`src/rtl/psram_lp_pkg.sv`:
```
`timescale 1ns/1ps
package psram_lp_pkg;

  typedef enum logic [2:0] {
    ST_OFF     = 3'd0,
    ST_INIT_LO = 3'd1,
    ST_INIT_HI = 3'd2,
    ST_RUN     = 3'd3,
    ST_SLP_CS  = 3'd4,
    ST_SLEEP   = 3'd5,
    ST_WAKE    = 3'd6
  } lp_state_e;

  // density code kept while in low power; DENS_NONE forces full re-init
  typedef enum logic [1:0] {
    DENS_16M  = 2'b00,
    DENS_8M   = 2'b01,
    DENS_4M   = 2'b10,
    DENS_NONE = 2'b11
  } dens_e;

  // delay in ps rounded up to whole clock cycles, at least one
  function automatic int unsigned dly_cycles(input longint unsigned dly_ps,
                                             input longint unsigned per_ps);
    longint unsigned n;
    n = (dly_ps + per_ps - 64'd1) / per_ps;
    if (n == 64'd0) n = 64'd1;
    return n[31:0];
  endfunction

endpackage

```
`src/rtl/psram_lp_timer.sv`:
```
`timescale 1ns/1ps
module psram_lp_timer #(
  parameter int unsigned W = 16
) (
  input  logic         clk,
  input  logic         rst_n,
  input  logic         load_i,
  input  logic [W-1:0] val_i,
  output logic         done_o
);

  logic [W-1:0] cnt_q;

  always_ff @(posedge clk or negedge rst_n) begin
    if (!rst_n)              cnt_q <= '0;
    else if (load_i)         cnt_q <= val_i;
    else if (cnt_q != '0)    cnt_q <= cnt_q - 1'b1;
  end

  assign done_o = (cnt_q == '0);

endmodule

```
`src/rtl/psram_lp_fsm.sv`:
```
`timescale 1ns/1ps
module psram_lp_fsm
  import psram_lp_pkg::*;
#(
  parameter int unsigned W    = 16,
  parameter int unsigned N_LO = 5000,
  parameter int unsigned N_HI = 20000,
  parameter int unsigned N_WK = 3
) (
  input  logic         clk,
  input  logic         rst_n,
  input  logic         supply_ok_i,
  input  logic         sleep_req_i,
  input  logic         wake_req_i,
  input  logic [1:0]   dens_i,
  input  logic         tmr_done_i,
  output lp_state_e    state_o,
  output logic         tmr_load_o,
  output logic [W-1:0] tmr_val_o
);

  localparam logic [W-1:0] LD_LO = W'(N_LO - 1);
  localparam logic [W-1:0] LD_HI = W'(N_HI - 1);
  localparam logic [W-1:0] LD_WK = W'(N_WK - 1);

  lp_state_e st_q, st_d;
  dens_e     dens_q, dens_d;

  always_comb begin
    st_d       = st_q;
    dens_d     = dens_q;
    tmr_load_o = 1'b0;
    tmr_val_o  = '0;
    unique case (st_q)
      ST_OFF: if (supply_ok_i) begin
        st_d = ST_INIT_LO; tmr_load_o = 1'b1; tmr_val_o = LD_LO;
      end
      ST_INIT_LO: if (tmr_done_i) begin
        st_d = ST_INIT_HI; tmr_load_o = 1'b1; tmr_val_o = LD_HI;
      end
      ST_INIT_HI: if (tmr_done_i) st_d = ST_RUN;
      ST_RUN: if (sleep_req_i) begin
        st_d = ST_SLP_CS; dens_d = dens_e'(dens_i);
      end
      ST_SLP_CS: st_d = ST_SLEEP;
      ST_SLEEP: if (wake_req_i) begin
        tmr_load_o = 1'b1;
        if (dens_q == DENS_NONE) begin
          st_d = ST_INIT_LO; tmr_val_o = LD_LO;
        end else begin
          st_d = ST_WAKE; tmr_val_o = LD_WK;
        end
      end
      ST_WAKE: if (tmr_done_i) st_d = ST_RUN;
      default: st_d = ST_OFF;
    endcase
    if (!supply_ok_i) begin
      st_d       = ST_OFF;
      tmr_load_o = 1'b0;
    end
  end

  always_ff @(posedge clk or negedge rst_n) begin
    if (!rst_n) begin
      st_q   <= ST_OFF;
      dens_q <= DENS_16M;
    end else begin
      st_q   <= st_d;
      dens_q <= dens_d;
    end
  end

  assign state_o = st_q;

endmodule

```
`src/rtl/psram_lp_pins.sv`:
```
`timescale 1ns/1ps
module psram_lp_pins
  import psram_lp_pkg::*;
(
  input  lp_state_e state_i,
  input  logic      supply_ok_i,
  input  logic      acc_cs_n_i,
  output logic      cs_n_o,
  output logic      rfsh_o,
  output logic      ready_o,
  output logic      busy_o
);

  logic rfsh_s, ready_s, busy_s;

  always_comb begin
    rfsh_s  = 1'b0;
    ready_s = 1'b0;
    busy_s  = 1'b0;
    unique case (state_i)
      ST_INIT_LO: busy_s = 1'b1;
      ST_INIT_HI: begin rfsh_s = 1'b1; busy_s = 1'b1; end
      ST_RUN:     begin rfsh_s = 1'b1; ready_s = 1'b1; end
      ST_SLP_CS:  begin rfsh_s = 1'b1; busy_s = 1'b1; end
      ST_WAKE:    begin rfsh_s = 1'b1; busy_s = 1'b1; end
      default:    ;
    endcase
  end

  // a supply drop overrides the state at once
  assign rfsh_o  = rfsh_s  & supply_ok_i;
  assign ready_o = ready_s & supply_ok_i;
  assign busy_o  = busy_s  & supply_ok_i;
  assign cs_n_o  = ~(ready_o & ~acc_cs_n_i);

endmodule

```
`src/rtl/psram_lp_seq.sv`:
```
`timescale 1ns/1ps
module psram_lp_seq
  import psram_lp_pkg::*;
#(
  parameter int unsigned CLK_PERIOD_PS = 10000,
  parameter int unsigned INIT_LOW_NS   = 50000,
  parameter int unsigned INIT_HIGH_NS  = 200000,
  parameter int unsigned WAKE_NS       = 30
) (
  input  logic       clk,
  input  logic       rst_n,
  input  logic       supply_ok_i,
  input  logic [1:0] dens_i,
  input  logic       sleep_req_i,
  input  logic       wake_req_i,
  input  logic       acc_cs_n_i,
  output logic       psram_cs_n_o,
  output logic       rfsh_o,
  output logic       ready_o,
  output logic       busy_o
);

  localparam longint unsigned PER = 64'(CLK_PERIOD_PS);
  localparam int unsigned N_LO = dly_cycles(64'(INIT_LOW_NS)  * 64'd1000, PER);
  localparam int unsigned N_HI = dly_cycles(64'(INIT_HIGH_NS) * 64'd1000, PER);
  localparam int unsigned N_WK = dly_cycles(64'(WAKE_NS)      * 64'd1000, PER);
  localparam int unsigned N_MX = (N_LO > N_HI) ? ((N_LO > N_WK) ? N_LO : N_WK)
                                               : ((N_HI > N_WK) ? N_HI : N_WK);
  localparam int unsigned W    = (N_MX < 2) ? 1 : $clog2(N_MX);

  lp_state_e    state;
  logic         tmr_load, tmr_done;
  logic [W-1:0] tmr_val;

  psram_lp_fsm #(.W(W), .N_LO(N_LO), .N_HI(N_HI), .N_WK(N_WK)) u_fsm (
    .clk        (clk),
    .rst_n      (rst_n),
    .supply_ok_i(supply_ok_i),
    .sleep_req_i(sleep_req_i),
    .wake_req_i (wake_req_i),
    .dens_i     (dens_i),
    .tmr_done_i (tmr_done),
    .state_o    (state),
    .tmr_load_o (tmr_load),
    .tmr_val_o  (tmr_val)
  );

  psram_lp_timer #(.W(W)) u_tmr (
    .clk   (clk),
    .rst_n (rst_n),
    .load_i(tmr_load),
    .val_i (tmr_val),
    .done_o(tmr_done)
  );

  psram_lp_pins u_pins (
    .state_i    (state),
    .supply_ok_i(supply_ok_i),
    .acc_cs_n_i (acc_cs_n_i),
    .cs_n_o     (psram_cs_n_o),
    .rfsh_o     (rfsh_o),
    .ready_o    (ready_o),
    .busy_o     (busy_o)
  );

endmodule

```
`config.mk`:
```
export PLATFORM = sky130hd
export DESIGN_NAME = psram_lp_seq
export DESIGN_NICKNAME = d
export VERILOG_FILES = /design/src/rtl/psram_lp_pkg.sv /design/src/rtl/psram_lp_timer.sv /design/src/rtl/psram_lp_fsm.sv /design/src/rtl/psram_lp_pins.sv /design/src/rtl/psram_lp_seq.sv
export SDC_FILE = /design/constraint.sdc
export NUM_CORES = 1
export LEC_CHECK = 0
export BUFFER_PORTS_ARGS = -buffer_cell sky130_fd_sc_hd__buf_4
export CAP_MARGIN = 20
export CORE_MARGIN = 5
export CORE_UTILIZATION = 30
export DETAILED_ROUTE_END_ITERATION = 16
export HOLD_SLACK_MARGIN = 0.15
export PLACE_DENSITY_LB_ADDON = 0.05
export RECOVER_POWER = 50
export REMOVE_ABC_BUFFERS = 1
export SLEW_MARGIN = 20
export SYNTH_ARGS = -nofsm -noshare
export SYNTH_HDL_FRONTEND = slang
export SYNTH_SLANG_ARGS = --single-unit
```
`constraint.sdc`:
```
create_clock -name clk -period 1.86 [get_ports clk]
set_input_delay 0.279 -clock clk [delete_from_list [all_inputs] [get_ports clk]]
set_output_delay 0.279 -clock clk [all_outputs]
set_load 0.1 [all_outputs]
```
==> metrics.txt, run 1 <==
GRT overflow 0; first-pass GRT wire length 5.26 mm; Clk pwr share 0.187; Slew Viols, Final 0; syn avg cell area 9.87 sq um; yosys warns 0; antenna violations before repair 0; clock buffer depth 2; WL/cell 15.1 um; Routed WL 3.08 mm; number of flops mapped to enable cells by yosys 0; PwrDens 1120 nW/um^2; CTS Sinks 20; Cell Rows 23; fin crit share 0.966; RSZ-0062 raised after global routing false; Horiz. Die Dim 75.4 um; Final Critical Period 1.80 ns; ys flop type dfrtp_1; WS Path Type register to output pin; Reg power frac 0.414; Layout Utilization 0.388; gr busiest metal met2; CTS tree built; number of global-route vias before repair 1085; FFs w/ async S/R, synth 1.00; DRC viols 0; Pre-antenna DRT Iters 4; crit path launch type register; H-Tree Depth 1; largest net degree at the start of global routing 21; Iter 0 DRT Violations 69; Power Internal 0.00109 W; sw frac 0.385; synthesized cell area 1280 sq um; Worst Max-Slew Pin Slew 1.13 ns; die area 5690 sq um; Tot Pwr 0.00178 W; Root Driver clkbuf_8; Vias/cell 5.33; core box area 4090 sq um; Final Hold Viols 0; Static Leak 0.670 nW; Hold Crit Class primary input to register; worst path arrival time 1.52 ns; Yosys reg bits 20; met1 usage 0.177; ANT nets after route 0; met2 Resource Use GR 0.185; clock latency on the worst-skew pair 0.26 ns; gpl congestion 0.863; Reg area 500 sq um; Crit. End Element output pin; M3 GR Usage 0.0158; postcts setup bufs 0; Area Overhead vs Synth 23.4%; Slew headroom 0.247; status finished, final reports clean; final setup fails 0; ANT cells 0; Global Route Usage Sum 0.120; post-route cell area 1580 sq um; max-cap viol count 0; Required @ worst endpoint 1.58 ns; # IOs 12; routed via count 1088; NetSw 0.000685 W; CP max FO 11; total CTS buffers 3; Final nets 165; Worst-path clk slew 0.08 ns; post-synthesis cell count 130; Fin Clk Skew 0.00362 ns; area of the multi-input gates 748 sq um; I/O Buffers 11; Peak VDD IR 0.367 mV; Fillers 400; chip height 75.4 um; post-synthesis cell type count 45; DP Wirelength 2.33 mm; combinational share of power 0.399; Initial Util 0.314; sequential share of the synthesized area 0.390; Cell Area, Placed 1490 sq um; fmax 0.557 GHz; share of cells above drive strength 1 0.279
-- per-layer routing --
metal	up-vias	part of all wire
li1	535	-
met1	525	0.49
met2	22	0.46
met3	6	0.033
met4	0	0.022
met5	-	0
-- cell usage after synthesis, types with 2 or more instances --
| cell | n | area, sq um |
|---|---|---|
| o21ai_1 | 5 | 25.0 |
| o211ai_1 | 2 | 15.0 |
| o21ai_0 | 5 | 25.0 |
| nand2b_1 | 4 | 25.0 |
| ha_1 | 2 | 25.0 |
| o21a_1 | 2 | 15.0 |
| nand2_1 | 10 | 37.5 |
| a31oi_1 | 2 | 12.5 |
| nand4_1 | 2 | 12.5 |
| o31ai_1 | 6 | 45.0 |
| or4_1 | 3 | 22.5 |
| a21oi_1 | 6 | 30.0 |
| o211a_1 | 2 | 20.0 |
| or3_1 | 4 | 25.0 |
| clkbuf_1 | 3 | 11.3 |
| nor2_1 | 7 | 26.3 |
| nand3_1 | 5 | 25.0 |
| nor3_4 | 2 | 32.5 |
| xnor2_1 | 2 | 17.5 |
| dfrtp_1 | 20 | 500 |
| xor2_1 | 7 | 61.3 |
| inv_1 | 3 | 11.3 |
| mux2_2 | 2 | 22.5 |
| buf_6 | 3 | 33.8 |
-- registers in the layout, summed over array words and instances, names as in the netlist --
| register | cells |
|---|---|
| u_fsm.dens_q | 2 |
| u_fsm.state_o | 3 |
| u_tmr.cnt_q | 15 |
-- cell families (layout without fill, tap and decap cells) --
group	after synthesis	after routing	share of synthesized area
AOI/OAI and AO/OA	38	38	0.204
adders and majority gates	2	2	0.0195
DFF	20	20	0.390
xor gates and xnor gates	9	9	0.0614
buffers and inverters	9	33	0.0439
and+or+nand+nor	49	49	0.256
muxes	3	3	0.0253
-- cell usage in the layout (no fill, tap or decap), types with 2 or more instances in the layout --
master and n:
buf_4 23, dfrtp_1 20, nand2_1 10, nor2_1 7
xor2_1 7, a21oi_1 6, o31ai_1 6, o21ai_0 5
nand3_1 5, o21ai_1 5, nand2b_1 4, clkbuf_8 4
inv_1 3, or3_1 3, or4_1 3, o211a_1 2
nor3_4 2, nand4_1 2, o211ai_1 2, xnor2_1 2
mux2_2 2, a31oi_1 2, ha_1 2
-- worst paths after layout --
path / startpoint / endpoint / slack, ns / depth (start not counted)
setup / recovery: u_fsm.state_o[1]$_DFFE_PN0P_ / busy_o / 0.06 / 4
hold / removal: dens_i[0] / u_fsm.dens_q[0]$_DFFE_PN0P_ / 0.25 / 2
setup reg to reg: u_tmr.cnt_q[1]$_DFFE_PN0P_ / u_tmr.cnt_q[5]$_DFFE_PN0P_ / 0.13 / 4
hold reg to reg: u_fsm.dens_q[1]$_DFFE_PN0P_ / u_fsm.dens_q[1]$_DFFE_PN0P_ / 0.56 / 1
max in group asynchronous: rst_n / u_tmr.cnt_q[14]$_DFFE_PN0P_ / 0.42 / 2
min in group asynchronous: rst_n / u_fsm.state_o[2]$_DFFE_PN0P_ / 0.77 / 2
-- repair_timing --
action / CTS / global route
setup endpoints to repair: 1 / 17
hold buffers: 1 / 0
gates resized for setup: 1 / 7
endpoints found under the hold margin: 20 / 0
-- worst max-delay path, cell delays in order (launching register included) --
cell,delay [ns]
dfrtp_1,0.38
buf_4,0.17
or3_1,0.37
and3_4,0.18
buf_12,0.16
-- final cells by class --
cell class	instances	share of cell area
timing repair buffer	26	0.130
clock buffer	4	0.0348
sequential	20	0.316
multi-input combinational	101	0.472
tap	50	0.0395
inverter	3	0.00711
-- power by group through the flow --
stage          sequential (W)  combinational (W)  clock (W)
3_5_place_dp         0.000734           0.000686          0
6_report             0.000736           0.000710   0.000333
5_1_grt              0.000755           0.000783   0.000358
2_1_floorplan        0.000719           0.000454          0
4_1_cts              0.000726           0.000696   0.000350
3_3_place_gp         0.000733           0.000703          0
-- through the flow --
step | setup WS [ns] | instances | hold WS [ns] | setup TNS (ns)
2_1_floorplan | -0.704 | 124 | -0.0166 | -0.704
3_3_place_gp | 0.0869 | 199 | 0.177 | 0
3_5_place_dp | 0.0594 | 199 | 0.180 | 0
4_1_cts | 0.0307 | 204 | 0.246 | 0
5_1_grt | 0.000485 | 204 | 0.253 | 0
6_report | 0.0634 | 204 | 0.252 | 0
Power figures use the tool's default switching activity.
==> inputs of run 2 (changes only) <==
--- a/config.mk
+++ b/config.mk
@@ -6,15 +6,16 @@
 export NUM_CORES = 1
 export LEC_CHECK = 0
 export BUFFER_PORTS_ARGS = -buffer_cell sky130_fd_sc_hd__buf_4
-export CAP_MARGIN = 20
+export CAP_MARGIN = 10
 export CORE_MARGIN = 5
 export CORE_UTILIZATION = 30
 export DETAILED_ROUTE_END_ITERATION = 16
 export HOLD_SLACK_MARGIN = 0.15
-export PLACE_DENSITY_LB_ADDON = 0.05
+export PLACE_DENSITY = 0.56
 export RECOVER_POWER = 50
 export REMOVE_ABC_BUFFERS = 1
 export SLEW_MARGIN = 20
 export SYNTH_ARGS = -nofsm -noshare
 export SYNTH_HDL_FRONTEND = slang
+export SYNTH_HIERARCHICAL = 1
 export SYNTH_SLANG_ARGS = --single-unit
==> metrics.txt, run 2 <==
status finished, violations left (was finished, final reports clean); failing checks negative setup slack; Yosys reg bits 20 (unchanged); Initial Util 0.314 (about the same); ys flop type dfrtp_1 (unchanged); Worst-path clk slew 0.08 ns (about the same); Cell Rows 24 (was 23); RSZ-0062 raised after global routing true (was false); ANT cells 0 (unchanged); Final Hold Viols 0 (unchanged); CTS Sinks 20 (unchanged); sequential share of the synthesized area 0.358 (was 0.390); Largest register FFs 15 (unchanged); synthesized cell area 1400 sq um (was 1280 sq um); fmax 0.413 GHz (was 0.557 GHz); post-synthesis cell count 145 (was 130); Layout Utilization 0.439 (was 0.388); combinational share of power 0.566 (was 0.399); critical path, cell by cell inv_2, ha_4, or4b_4, nor4b_4, inv_1, a21oi_1, o211a_1, buf_12, mux2_4 (was buf_4, or3_1, and3_4, buf_12); area of the multi-input gates 862 sq um (was 748 sq um); number of flops mapped to enable cells by yosys 0 (unchanged); Root Driver clkbuf_8 (unchanged); CP max-delay cell or4b_4 (was dfrtp_1); die area 6120 sq um (was 5690 sq um); DP Wirelength 2.47 mm (was 2.33 mm); ANT nets after route 0 (unchanged); most common cell after layout, fill and taps aside buf_4 (unchanged); Hold Crit Class primary input to register (unchanged); yosys warns 6 (was 0); Peak VDD IR 0.509 mV (was 0.367 mV); Slew headroom 0.243 (was 0.247); post-synthesis cell type count 48 (was 45); Vias/cell 5.15 (was 5.33); Final nets 196 (was 165); Area Overhead vs Synth 39.7% (was 23.4%); clock latency on the worst-skew pair 0.26 ns (about the same); dpl ws -0.708 ns (was 0.0594 ns); Required @ worst endpoint 2.01 ns (was 1.58 ns); # IOs 12 (unchanged); I/O Buffers 11 (unchanged); first-pass GRT wire length 5.89 mm (was 5.26 mm); Fin Clk Skew 0.00469 ns (was 0.00362 ns); core box area 4440 sq um (was 4090 sq um); min setup slack post-route -0.564 ns (was 0.0634 ns); WL/cell 15.0 um (was 15.1 um); syn avg cell area 9.64 sq um (was 9.87 sq um); gpl congestion 0.830 (was 0.863); slowest cell delay on critical path 0.47 ns (was 0.38 ns); top cells by count, synth dfrtp_1 (20), buf_4 (12), nand2_1 (9), o21ai_0 (9) (was dfrtp_1 (20), nand2_1 (10), nor2_1 (7), xor2_1 (7)); Final Critical Period 2.42 ns (was 1.80 ns); Worst Max-Slew Pin Slew 1.14 ns (was 1.13 ns); clock buffer depth 2 (unchanged); post-synth top area share 0.358 (was 0.390); antenna violations before repair 0 (unchanged); largest area contributor in the netlist dfrtp_1 (unchanged); Pre-antenna DRT Iters 4 (unchanged); largest net degree at the start of global routing 21 (unchanged); most frequent cells in the layout buf_4 (43), dfrtp_1 (20), xor2_1 (8), a22o_1 (8), nor3_1 (6) (was buf_4 (23), dfrtp_1 (20), nand2_1 (10)); DRC viols 0 (unchanged); max-cap viol count 0 (unchanged); Routed WL 3.56 mm (was 3.08 mm); Horiz. Die Dim 78.3 um (was 75.4 um); final setup fails 18 (was 0); worst path arrival time 2.57 ns (was 1.52 ns); CTS tree built (unchanged); NetSw 0.000820 W (was 0.000685 W); WS Path Type register to register (was register to output pin); Global Route Usage Sum 0.118 (was 0.120); Reg power frac 0.306 (was 0.414); fin crit share 1.30 (was 0.966); CP max FO 6 (was 11); Clk pwr share 0.129 (was 0.187); crit path launch type register (unchanged); most common cell in the synthesized netlist dfrtp_1 (unchanged); FFs w/ async S/R, synth 1.00 (unchanged); total CTS buffers 3 (unchanged); main area contributors after synthesis dfrtp_1 (36%), buf_4 (6.4%), a22o_1 (5.0%) (was dfrtp_1 (39%), xor2_1 (4.8%), o31ai_1 (3.5%)); routed via count 1221 (was 1088); Reg area 500 sq um (unchanged); Largest Register u_tmr/cnt_q (was u_tmr.cnt_q); TNS Setup -8.11 ns (was 0 ns); Slew Viols, Final 0 (unchanged); chip height 78.3 um (was 75.4 um); share of cells above drive strength 1 0.481 (was 0.279); H-Tree Depth 1 (unchanged); PwrDens 1170 nW/um^2 (was 1120 nW/um^2); GRT overflow 0 (unchanged); Crit. End Element register (was output pin); sw frac 0.360 (was 0.385); Iter 0 DRT Violations 90 (was 69); Fillers 442 (was 400); Static Leak 0.952 nW (was 0.670 nW); number of global-route vias before repair 1264 (was 1085); Power Internal 0.00146 W (was 0.00109 W)
run 2: changes by cell type after synthesis, sizes merged, moves of 3 or more:
| cell | before | now |
|---|---|---|
| a22o | 0 | 8 |
| buf | 3 | 15 |
| inv | 3 | 6 |
| nand4 | 3 | 0 |
| nor2 | 7 | 4 |
| nor3 | 2 | 7 |
run 2: worst max-delay path: cells and delay by family (launching register included):
family | cells | cell delay (ns)
AOI/OAI and AO/OA | 2 | 0.38
adders and majority gates | 1 | 0.13
buffers and inverters | 3 | 0.32
DFF | 1 | 0.39
muxes | 1 | 0.30
and+or+nand+nor | 2 | 0.79
run 2: cell families (layout without fill, tap and decap cells):
family	Yosys count	after routing	synth area share
XOR/XNOR	10	10	0.0627
buffers and inverters	24	62	0.113
flip-flops	20	20	0.358
AND/OR/NAND/NOR	46	46	0.224
multiplexers	3	3	0.0295
other	1	3	0.00268
adder cells (fa/ha/maj)	1	1	0.00895
AO/OA/AOI/OAI	40	40	0.201
run 2: metrics by stage:
stage	instance area [sq um]	hold slack, ns	total power [W]	instances
2_1_floorplan	1270	-0.0166	0.00125	129
3_3_place_gp	1660	0.177	0.00170	223
3_5_place_dp	1660	0.180	0.00173	223
4_1_cts	1870	0.240	0.00222	235
5_1_grt	1950	0.243	0.00243	237
6_report	1950	0.247	0.00228	237
run 2: repair_timing:
action	CTS	global route
gates cloned	1	1
hold endpoints to repair	20	0
resized for setup	21	21
pin swaps	7	9
setup buffers	9	2
hold buffers	1	0
endpoints found under the setup margin	18	19
run 2: cell type report:
class                           instances  area share
Clock buffer                            3      0.0211
Inverter                                6      0.0115
Multi-Input combinational cell        103       0.441
Sequential cell                        20       0.256
Tap cell                               52      0.0333
Timing Repair Buffer                   53       0.236
run 2: power groups by stage:
| stage | Combinational, W | Sequential (W) | Clock, W |
|---|---|---|---|
| 4_1_cts | 0.00122 | 0.000694 | 0.000302 |
| 6_report | 0.00129 | 0.000696 | 0.000293 |
| 3_5_place_dp | 0.00104 | 0.000694 | 0 |
| 3_3_place_gp | 0.00101 | 0.000684 | 0 |
| 5_1_grt | 0.00140 | 0.000715 | 0.000316 |
| 2_1_floorplan | 0.000547 | 0.000706 | 0 |
run 2: final timing paths:
| path | cells after the start | startpoint | to | slack (ns) |
|---|---|---|---|---|
| max in group asynchronous | 2 | rst_n | u_tmr/cnt_q[1]$_DFFE_PN0P_ | 0.43 |
| worst max register to register | 9 | u_tmr/cnt_q[1]$_DFFE_PN0P_ | u_tmr/cnt_q[7]$_DFFE_PN0P_ | -0.56 |
| min in group asynchronous | 2 | rst_n | u_tmr/cnt_q[14]$_DFFE_PN0P_ | 0.75 |
| worst min-delay path | 2 | dens_i[0] | u_fsm/dens_q[0]$_DFFE_PN0P_ | 0.25 |
| worst max-delay path | 9 | u_tmr/cnt_q[1]$_DFFE_PN0P_ | u_tmr/cnt_q[7]$_DFFE_PN0P_ | -0.56 |
| worst min register to register | 2 | u_tmr/cnt_q[14]$_DFFE_PN0P_ | u_tmr/cnt_q[14]$_DFFE_PN0P_ | 0.55 |
run 2: per-layer routing:
layer,global-route usage,up-vias,wire [um]
met1,0.147,596,1610
met3,0.0275,2,149
met4,0.0175,0,13
met2,0.210,27,1790
li1,-,596,-
met5,0,-,0
==> inputs of run 3 (changes only) <==
==> constraint.sdc (replaced) <==
create_clock -name clk -period 1.86 [get_ports clk]
set_input_delay 0.093 -clock clk [delete_from_list [all_inputs] [get_ports clk]]
set_output_delay 0.093 -clock clk [all_outputs]
set_load 0.1 [all_outputs]
==> metrics.txt, run 3 (synthesis gave the netlist of run 2 again) <==
status finished, violations left (unchanged); failing checks negative setup slack (unchanged); Largest Register u_tmr/cnt_q (unchanged); WL/cell 14.8 um (was 15.0 um); final setup fails 18 (unchanged); most common cell after layout, fill and taps aside buf_4 (unchanged); Largest register FFs 15 (unchanged); Final Critical Period 2.45 ns (was 2.42 ns); Static Leak 0.936 nW (was 0.952 nW); core box area 4440 sq um (unchanged); Cell Rows 24 (unchanged); # IOs 12 (unchanged); worst path arrival time 2.61 ns (was 2.57 ns); DRC viols 0 (unchanged); fmax 0.408 GHz (was 0.413 GHz); Worst-path clk slew 0.08 ns (about the same); share of cells above drive strength 1 0.440 (was 0.481); Hold Crit Class primary input to register (unchanged); H-Tree Depth 1 (unchanged); max-cap viol count 0 (unchanged); Required @ worst endpoint 2.01 ns (about the same); WS Path Type register to register (unchanged); gpl congestion 0.797 (was 0.830); Tot Pwr 0.00235 W (was 0.00228 W); Initial Util 0.314 (unchanged); total CTS buffers 3 (unchanged); Final Hold Viols 0 (unchanged); CP max FO 6 (unchanged); largest net degree at the start of global routing 21 (unchanged); Root Driver clkbuf_8 (unchanged); min setup slack post-route -0.592 ns (was -0.564 ns); met1 usage 0.148 (was 0.147); antenna violations before repair 0 (unchanged); dpl ws -0.638 ns (was -0.708 ns); ANT nets after route 0 (unchanged); CTS tree built (unchanged); RSZ-0062 raised after global routing true (unchanged); PwrDens 1200 nW/um^2 (was 1170 nW/um^2); Area Overhead vs Synth 40.5% (was 39.7%); Vias/cell 5.10 (was 5.15); DP Wirelength 2.35 mm (was 2.47 mm); Final nets 201 (was 196); number of global-route vias before repair 1293 (was 1264); M3 GR Usage 0.0332 (was 0.0275); met2 Resource Use GR 0.207 (was 0.210); Global Route Usage Sum 0.120 (was 0.118); gr busiest metal met2 (unchanged); Slew Viols, Final 0 (unchanged); crit path launch type register (unchanged); fin crit share 1.32 (was 1.30); ANT cells 0 (unchanged); Horiz. Die Dim 78.3 um (unchanged); first-pass GRT wire length 5.94 mm (was 5.89 mm); Worst Max-Slew Pin Slew 1.18 ns (was 1.14 ns); CTS Sinks 20 (unchanged); GRT overflow 0 (unchanged); most frequent cells in the layout buf_4 (49), dfrtp_1 (20), xor2_1 (8), a22o_1 (8), nand2_1 (7) (was buf_4 (43), dfrtp_1 (20), xor2_1 (8), a22o_1 (8), nor3_1 (6)); I/O Buffers 11 (unchanged); Crit. End Element register (unchanged); chip height 78.3 um (unchanged); Fin Clk Skew 0.00185 ns (was 0.00469 ns); die area 6120 sq um (unchanged); clock buffer depth 2 (unchanged); Pre-antenna DRT Iters 4 (unchanged); Routed WL 3.60 mm (was 3.56 mm); non-filler instance count after layout 243 (was 237); Peak VDD IR 0.419 mV (was 0.509 mV); Layout Utilization 0.442 (was 0.439); Iter 0 DRT Violations 60 (was 90); clock latency on the worst-skew pair 0.26 ns (about the same); Slew headroom 0.213 (was 0.243); dpl cells 223 (unchanged); routed via count 1239 (was 1221)
-- run 3: cell count changes in the layout (fill, tap and decap cells not counted), sizes merged --
cell / before / now
dlygate4sd3: 1 / 4
clkbuf: 5 / 4
buf: 50 / 53
bufinv: 0 / 1
-- run 3: power breakdown --
| part | total [W] | switching, W | internal [W] | leakage (nW) |
|---|---|---|---|---|
| sequential | 0.000681 | 0.0000985 | 0.000583 | 0.259 |
| combinational | 0.00122 | 0.000531 | 0.000687 | 0.641 |
| clock | 0.000449 | 0.000161 | 0.000287 | 0.0357 |
-- run 3: stage by stage --
| stage | instance area [sq um] | hold slack [ns] | TNS [ns] |
|---|---|---|---|
| 5_1_grt | 1960 | 0.165 | -10.84 |
| 3_5_place_dp | 1660 | 0.0000405 | -10.02 |
| 3_3_place_gp | 1660 | -0.0105 | -8.54 |
| 2_1_floorplan | 1270 | -0.203 | -16.12 |
| 6_report | 1960 | 0.162 | -9.03 |
| 4_1_cts | 1910 | 0.152 | -7.99 |
-- run 3: final cells by class --
type                       instances  area, sq um
inverter                           6         22.5
tap                               52         65.1
fill                             443         2480
multi-input combinational        103          817
clock buffer                       3         41.3
sequential                        20          500
clock inverter                     1         30.0
timing repair buffer              58          487
-- run 3: routing by layer --
layer  part of all wire  vias up
met1               0.45      605
met4              0.013        0
met3              0.033        6
li1                   -      609
met5                  0        -
met2               0.50       19
-- run 3: final timing paths --
path / from / to / slack (ns) / cells after the start
worst max register to register: u_tmr/cnt_q[0]$_DFFE_PN0P_ / u_tmr/cnt_q[7]$_DFFE_PN0P_ / -0.59 / 9
worst max-delay path: u_tmr/cnt_q[0]$_DFFE_PN0P_ / u_tmr/cnt_q[7]$_DFFE_PN0P_ / -0.59 / 9
worst min register to register: u_tmr/cnt_q[14]$_DFFE_PN0P_ / u_tmr/cnt_q[14]$_DFFE_PN0P_ / 0.53 / 2
min in group asynchronous: rst_n / u_tmr/cnt_q[10]$_DFFE_PN0P_ / 0.59 / 2
worst min-delay path: wake_req_i / u_fsm/state_o[0]$_DFFE_PN0P_ / 0.16 / 3
max in group asynchronous: rst_n / u_fsm/state_o[0]$_DFFE_PN0P_ / 0.57 / 2
-- run 3: what timing repair did --
item / in CTS / in global routing
hold buffers: 4 / 0
setup buffers: 6 / 6
pin swaps: 7 / 4
endpoints found under the setup margin: 18 / 18
hold endpoints to repair: 24 / 0
cloned: 1 / 0
gates resized for setup: 16 / 8
-- run 3: critical path, stage by stage (launching register included) --
cell	delay (ns)
dfrtp_1	0.41
inv_2	0.08
ha_4	0.12
or4b_4	0.48
nor4b_4	0.33
inv_1	0.12
a21oi_2	0.18
o211a_4	0.21
buf_12	0.13
mux2_4	0.29
